## src/rtl/gpio_xp_pkg.sv

```systemverilog
package gpio_xp_pkg;
   typedef enum logic [1:0] {
      KIND_IN  = 2'd0,
      KIND_OUT = 2'd1,
      KIND_POL = 2'd2,
      KIND_DIR = 2'd3
   } reg_kind_e;
endpackage

```

## src/rtl/gpio_xp_sync.sv

```systemverilog
module gpio_xp_sync #(
   parameter int WIDTH  = 16,
   parameter int STAGES = 2
) (
   input  logic             clk,
   input  logic             rst_n,
   input  logic [WIDTH-1:0] d,
   output logic [WIDTH-1:0] q
);
   logic [WIDTH-1:0] stg [STAGES];

   initial begin
      AST_SYNC_DEPTH: assert (STAGES >= 2 && WIDTH >= 1)
         else $error("synchronizer needs two stages and a nonzero width");
   end

   always_ff @(posedge clk or negedge rst_n) begin
      if (!rst_n) stg[0] <= '1;
      else        stg[0] <= d;
   end

   for (genvar s = 1; s < STAGES; s++) begin : g_stage
      always_ff @(posedge clk or negedge rst_n) begin
         if (!rst_n) stg[s] <= '1;
         else        stg[s] <= stg[s-1];
      end
   end

   assign q = stg[STAGES-1];
endmodule

```

## src/rtl/gpio_xp_port.sv

```systemverilog
module gpio_xp_port
   import gpio_xp_pkg::*;
#(
   parameter int PORT_W = 8
) (
   input  logic              clk,
   input  logic              rst_n,
   input  logic              sel,
   input  reg_kind_e         kind,
   input  logic              wr,
   input  logic              rd,
   input  logic [PORT_W-1:0] wdata,
   input  logic [PORT_W-1:0] pins_s,
   output logic [PORT_W-1:0] out_q,
   output logic [PORT_W-1:0] dir_q,
   output logic [PORT_W-1:0] rd_val,
   output logic [PORT_W-1:0] mismatch
);
   logic [PORT_W-1:0] pol_q;
   logic [PORT_W-1:0] snap_q;
   logic              wr_out, wr_pol, wr_dir, rd_in;

   assign wr_out = sel && wr && (kind == KIND_OUT);
   assign wr_pol = sel && wr && (kind == KIND_POL);
   assign wr_dir = sel && wr && (kind == KIND_DIR);
   assign rd_in  = sel && rd && (kind == KIND_IN);

   always_ff @(posedge clk or negedge rst_n) begin
      if (!rst_n) begin
         out_q  <= '1;
         pol_q  <= '0;
         dir_q  <= '1;
         snap_q <= '1;
      end else begin
         if (wr_out) out_q  <= wdata;
         if (wr_pol) pol_q  <= wdata;
         if (wr_dir) dir_q  <= wdata;
         if (rd_in)  snap_q <= pins_s;
      end
   end

   always_comb begin
      case (kind)
         KIND_IN:  rd_val = pins_s ^ pol_q;
         KIND_OUT: rd_val = out_q;
         KIND_POL: rd_val = pol_q;
         default:  rd_val = dir_q;
      endcase
   end

   assign mismatch = (pins_s ^ snap_q) & dir_q;

   AST_DIR_WRITE: assert property (@(posedge clk) disable iff (!rst_n)
      wr_dir |=> dir_q == $past(wdata));
   AST_OUT_HOLD: assert property (@(posedge clk) disable iff (!rst_n)
      !wr_out |=> $stable(out_q));
   AST_SNAP_ON_READ: assert property (@(posedge clk) disable iff (!rst_n)
      rd_in |=> snap_q == $past(pins_s));
   AST_SNAP_HOLD: assert property (@(posedge clk) disable iff (!rst_n)
      !rd_in |=> $stable(snap_q));
endmodule

```

## src/rtl/gpio_xp_irq.sv

```systemverilog
module gpio_xp_irq #(
   parameter int N = 16
) (
   input  logic         clk,
   input  logic         rst_n,
   input  logic [N-1:0] mismatch,
   output logic         int_oe
);
   always_ff @(posedge clk or negedge rst_n) begin
      if (!rst_n) int_oe <= 1'b0;
      else        int_oe <= |mismatch;
   end
endmodule

```

## src/rtl/gpio_xp_bank.sv

```systemverilog
module gpio_xp_bank
   import gpio_xp_pkg::*;
#(
   parameter int PORT_W      = 8,
   parameter int NUM_PORTS   = 2,
   parameter int SYNC_STAGES = 2,
   localparam int PSEL_W     = $clog2(NUM_PORTS),
   localparam int ADDR_W     = PSEL_W + 2,
   localparam int PIN_W      = PORT_W * NUM_PORTS
) (
   input  logic              clk,
   input  logic              rst_n,
   input  logic [ADDR_W-1:0] reg_addr,
   input  logic              reg_wr,
   input  logic              reg_rd,
   input  logic [PORT_W-1:0] reg_wdata,
   output logic [PORT_W-1:0] reg_rdata,
   input  logic [PIN_W-1:0]  pin_in,
   output logic [PIN_W-1:0]  pin_out,
   output logic [PIN_W-1:0]  pin_oe,
   output logic              int_oe
);
   initial begin
      AST_PARAM_SHAPE: assert (NUM_PORTS >= 2 && (1 << PSEL_W) == NUM_PORTS && PORT_W >= 1)
         else $error("port count must be a power of two of at least two");
   end

   reg_kind_e                             kind;
   logic [PSEL_W-1:0]                     port_idx;
   logic [PIN_W-1:0]                      pins_s;
   logic [NUM_PORTS-1:0][PORT_W-1:0]      rd_vals;
   logic [NUM_PORTS-1:0][PORT_W-1:0]      out_all;
   logic [NUM_PORTS-1:0][PORT_W-1:0]      dir_all;
   logic [NUM_PORTS-1:0][PORT_W-1:0]      mis_all;

   assign kind     = reg_kind_e'(reg_addr[ADDR_W-1 -: 2]);
   assign port_idx = reg_addr[PSEL_W-1:0];

   gpio_xp_sync #(.WIDTH(PIN_W), .STAGES(SYNC_STAGES)) u_sync (
      .clk   (clk),
      .rst_n (rst_n),
      .d     (pin_in),
      .q     (pins_s)
   );

   for (genvar p = 0; p < NUM_PORTS; p++) begin : g_port
      logic sel;
      assign sel = (port_idx == PSEL_W'(p));
      gpio_xp_port #(.PORT_W(PORT_W)) u_port (
         .clk      (clk),
         .rst_n    (rst_n),
         .sel      (sel),
         .kind     (kind),
         .wr       (reg_wr),
         .rd       (reg_rd),
         .wdata    (reg_wdata),
         .pins_s   (pins_s[p*PORT_W +: PORT_W]),
         .out_q    (out_all[p]),
         .dir_q    (dir_all[p]),
         .rd_val   (rd_vals[p]),
         .mismatch (mis_all[p])
      );
   end

   assign pin_out = out_all;
   assign pin_oe  = ~dir_all;

   always_ff @(posedge clk or negedge rst_n) begin
      if (!rst_n)      reg_rdata <= '0;
      else if (reg_rd) reg_rdata <= rd_vals[port_idx];
   end

   gpio_xp_irq #(.N(PIN_W)) u_irq (
      .clk      (clk),
      .rst_n    (rst_n),
      .mismatch (mis_all),
      .int_oe   (int_oe)
   );

   AST_IRQ_RAISE: assert property (@(posedge clk) disable iff (!rst_n)
      (|mis_all) |=> int_oe);
   AST_IRQ_DROP: assert property (@(posedge clk) disable iff (!rst_n)
      !(|mis_all) |=> !int_oe);
   AST_INPUT_WR_INERT: assert property (@(posedge clk) disable iff (!rst_n)
      (reg_wr && kind == KIND_IN) |=> ($stable(pin_out) && $stable(pin_oe)));
   AST_RDATA_HOLD: assert property (@(posedge clk) disable iff (!rst_n)
      !reg_rd |=> $stable(reg_rdata));
endmodule

```

## config.mk

```make
export PLATFORM = sky130hd
export DESIGN_NAME = gpio_xp_bank
export DESIGN_NICKNAME = d
export VERILOG_FILES = /design/src/rtl/gpio_xp_pkg.sv /design/src/rtl/gpio_xp_sync.sv /design/src/rtl/gpio_xp_port.sv /design/src/rtl/gpio_xp_irq.sv /design/src/rtl/gpio_xp_bank.sv
export SDC_FILE = /design/constraint.sdc
export NUM_CORES = 1
export LEC_CHECK = 0
export BUFFER_PORTS_ARGS = -buffer_cell sky130_fd_sc_hd__buf_2
export CAP_MARGIN = 25
export CELL_PAD_IN_SITES_DETAIL_PLACEMENT = 0
export CELL_PAD_IN_SITES_GLOBAL_PLACEMENT = 1
export CORE_MARGIN = 5
export CORE_UTILIZATION = 45
export CTS_CLUSTER_DIAMETER = 100
export DETAILED_ROUTE_END_ITERATION = 8
export PLACE_DENSITY = 0.77
export SYNTH_ARGS = -nofsm -noshare
export SYNTH_HDL_FRONTEND = slang
export SYNTH_HIERARCHICAL = 1
export SYNTH_SLANG_ARGS = --single-unit
```

## constraint.sdc

```tcl
create_clock -name clk -period 1.91 [get_ports clk]
set_clock_uncertainty 0.15 [all_clocks]
set_input_delay 0.573 -clock clk [delete_from_list [all_inputs] [get_ports clk]]
set_output_delay 0.573 -clock clk [all_outputs]
set_load 0.1 [all_outputs]
```

==> key figures <==
Status
  – Status: complete, but fails checks
  – Failing checks: negative setup slack

Timing
  – Final Hold Fails: 0
  – Fmax: ~520 MHz
  – Worst hold margin: 0.124 ns
  – # setup viols final: 1
  – Fin worst setup slack: -0.00427 ns
  – Final Cycle Share: 1.00
  – Fin crit period: approximately 1.9 ns
  – Relative slew margins: 0.655
  – Worst-Margin Slew: between 0.5 and 0.6 ns
  – Fin Setup TNS: -0.00427 ns
  – RSZ-0062 raised after global routing: true
  – Slew Viols, Final: 0

Die
  – Core area: around 0.011 mm^2
  – Initial Util: 0.458
  – Die Span X: approximately 110 um
  – Ports: 72
  – Die H: ~110 um
  – Row count: 38
  – Die area: around 0.013 mm^2

Logic synthesis
  – Cell taking the most area after synthesis: dfstp_2
  – Synthesized area per cell: 12.9 um^2
  – Seq/Total Area, Yosys: 0.552
  – Cell area after synthesis: a little under 0.005 mm^2
  – Yosys warns: 6
  – Yosys cell types: 23
  – Synth top area cells: dfstp_2 (43%), mux2_2 (18%), dfrtp_1 (13%), xor2_1 (2.8%), buf_4 (2.7%)
  – Yosys reg bits: roughly 110
  – Gate Count Post-Synth: 384
  – Post-Syn Nets: approximately 420
  – Top-area cell type share of the netlist area: 0.426

Cells and area
  – Fillers: slightly below 900
  – Nets: 522
  – Layout cells sized above 1: 0.657
  – Antenna diodes: 0
  – Layout area overhead: 30.1%
  – Final std cells w/o fill: between 600 and 700
  – Reg area: approximately 0.0027 mm^2
  – Layout Utilization: 0.595
  – Multi-input gate area: around 0.0019 mm^2

Power and ir drop
  – Worst vdd ir: about 0.00065 V
  – Pwr Density: ~1200 mW/mm^2
  – Leakage: 2.77 nW

Detailed routing
  – TritonRoute pass-1 iters: 4
  – Total number of vias: ~3300
  – DR WL/cell: approximately 17 um
  – Vias/cell: slightly above 5
  – ANT nets after route: 0
  – DRT iter0 DRCs: between 100 and 150
  – Post-Route WL: around 11 mm
  – Residual DRC: 0

Clocking
  – CTS buffer count: 9
  – CTS sink count: 105
  – TritonCTS clock tree: yes
  – Clock transition at path regs: between 0.1 and 0.15 ns
  – Clk_lat worst skew: ~0.38 ns
  – H-tree Lvls: 3
  – Clock root buffer: clkbuf_8
  – Clock buffer depth: 2

Global routing
  – First-pass GRT wire length: 17.5 mm
  – GRT Resource Usage Total: 0.175
  – Largest net degree at the start of global routing: 57
  – GRT Residual Overflow: 0
  – Vias in the first global route: 3376
  – Initial antenna violation count: 0

Worst setup path
  – Required @ worst endpoint: roughly 1.2 ns
  – FF-to-FF path depth: 4
  – Worst EP arrival: approximately 1.2 ns
  – Crit end category: output port
  – Critical path class: reg2out
  – Crit Path Max Fanout: 4
  – Startpoint Class: flip-flop

Hold path
  – Min-Delay Path Class: in2reg
  – Worst hold path cell count: 1

Place
  – Detail Placement HPWL: between 7 and 8 mm
  – Dpl cells: between 500 and 600
  – I/O Buffers: 71
  – Routability cong.: slightly below 0.8

Job
  – Max cap viols: 0
## layer usage
metal / track usage / wire [um] / vias to the layer above
met5: 0 / 0 / -
met3: 0.0574 / 476 / 8
met1: 0.216 / 4640 / 1668
met4: 0.0415 / 88 / 0
li1: - / - / 1546
met2: 0.300 / 5680 / 56
## kinds of logic (layout without fill, tap and decap cells)
kind of cell	count (synthesis)	in the layout	synth area share
buffers and inverters	48	159	0.0606
AND/OR/NAND/NOR	71	71	0.0945
multiplexers	88	88	0.199
AO/OA/AOI/OAI	56	56	0.0656
flip-flops	105	105	0.552
XOR/XNOR	16	16	0.0284
## synthesized netlist by cell type (all sizes together)
master,count
buf,29
nand2,2
mux2,80
nand4b,4
a21oi,24
nor4,4
mux2i,8
nand4,3
a22oi,16
nor3b,16
nor3,2
dfstp,80
inv,17
clkbuf,2
and2,16
nor2,24
xor2,16
o21ai,16
dfrtp,25
## registers in the layout, summed over array words and instances, names as in the netlist
name,flops
u_sync/q,16
g_port.u_port/pol_q,16
g_port.u_port/out_q,16
u_sync/stg,16
g_port.u_port/snap_q,16
u_irq/int_oe,1
reg_rdata,8
g_port.u_port/dir_q,16
## per-stage QoR
step                worst slack [ns]  total power, mW  area [um^2]
floorplan                     0.0611             5.23         4940
global placement              -0.159             6.03         5790
detailed placement            -0.185             6.09         5790
CTS                          -0.0475             7.67         6260
global route                 -0.0689             8.14         6430
finish                      -0.00427             7.78         6430
## worst paths after layout
kind	startpoint	to	slack, ns
max	g_port[1].u_port/dir_q[6]	pin_oe[14]	-0.004
min	pin_in[15]	u_sync/stg[31]	0.12
max reg2reg	u_sync/q[6]	u_irq/int_oe	0.09
min reg2reg	u_sync/stg[25]	u_sync/q[9]	0.19
max in group asynchronous	rst_n	u_sync/q[13]	0.71
min in group asynchronous	rst_n	u_sync/stg[19]	0.55
## worst max-delay path, cell delays in order, from the launching register on
cell and delay [ns]:
dfstp_2 0.59, inv_2 0.06, buf_12 0.16
## area by class of cell
cell class / count / share of cell area
Sequential cell: 105 / 0.424
Multi-Input combinational cell: 231 / 0.298
Timing Repair Buffer: 127 / 0.213
Tap cell: 140 / 0.0273
Clock buffer: 9 / 0.0193
Inverter: 17 / 0.00993
Clock inverter: 6 / 0.00779
## cells in the final DEF (no fill, tap or decap), drive strengths merged, types with 2 or more instances in the layout
cell    Yosys  routed
nor3        2       2
o21ai      16      16
buf        29     124
a22oi      16      16
mux2       80      80
dfrtp      25      25
inv        17      20
xor2       16      16
nand2       2       2
clkbuf      2      11
and2       16      16
a21oi      24      24
nor2       24      24
clkinv      0       2
nor3b      16      16
nand4       3       3
mux2i       8       8
nand4b      4       4
dfstp      80      80
nor4        4       4
## power breakdown
part | switching, mW | internal (mW)
clock network | 0.778 | 0.485
registers | 0.325 | 2.79
logic | 2.04 | 1.36
total | 3.14 | 4.64
## timing repair
action,in CTS,in global routing
hold buffers,1,0
gates cloned,0,0
setup buffers,17,9
setup endpoints to repair,29,32
hold endpoints to repair,1,0
gates resized for setup,48,36
Power figures use the tool's default switching activity.
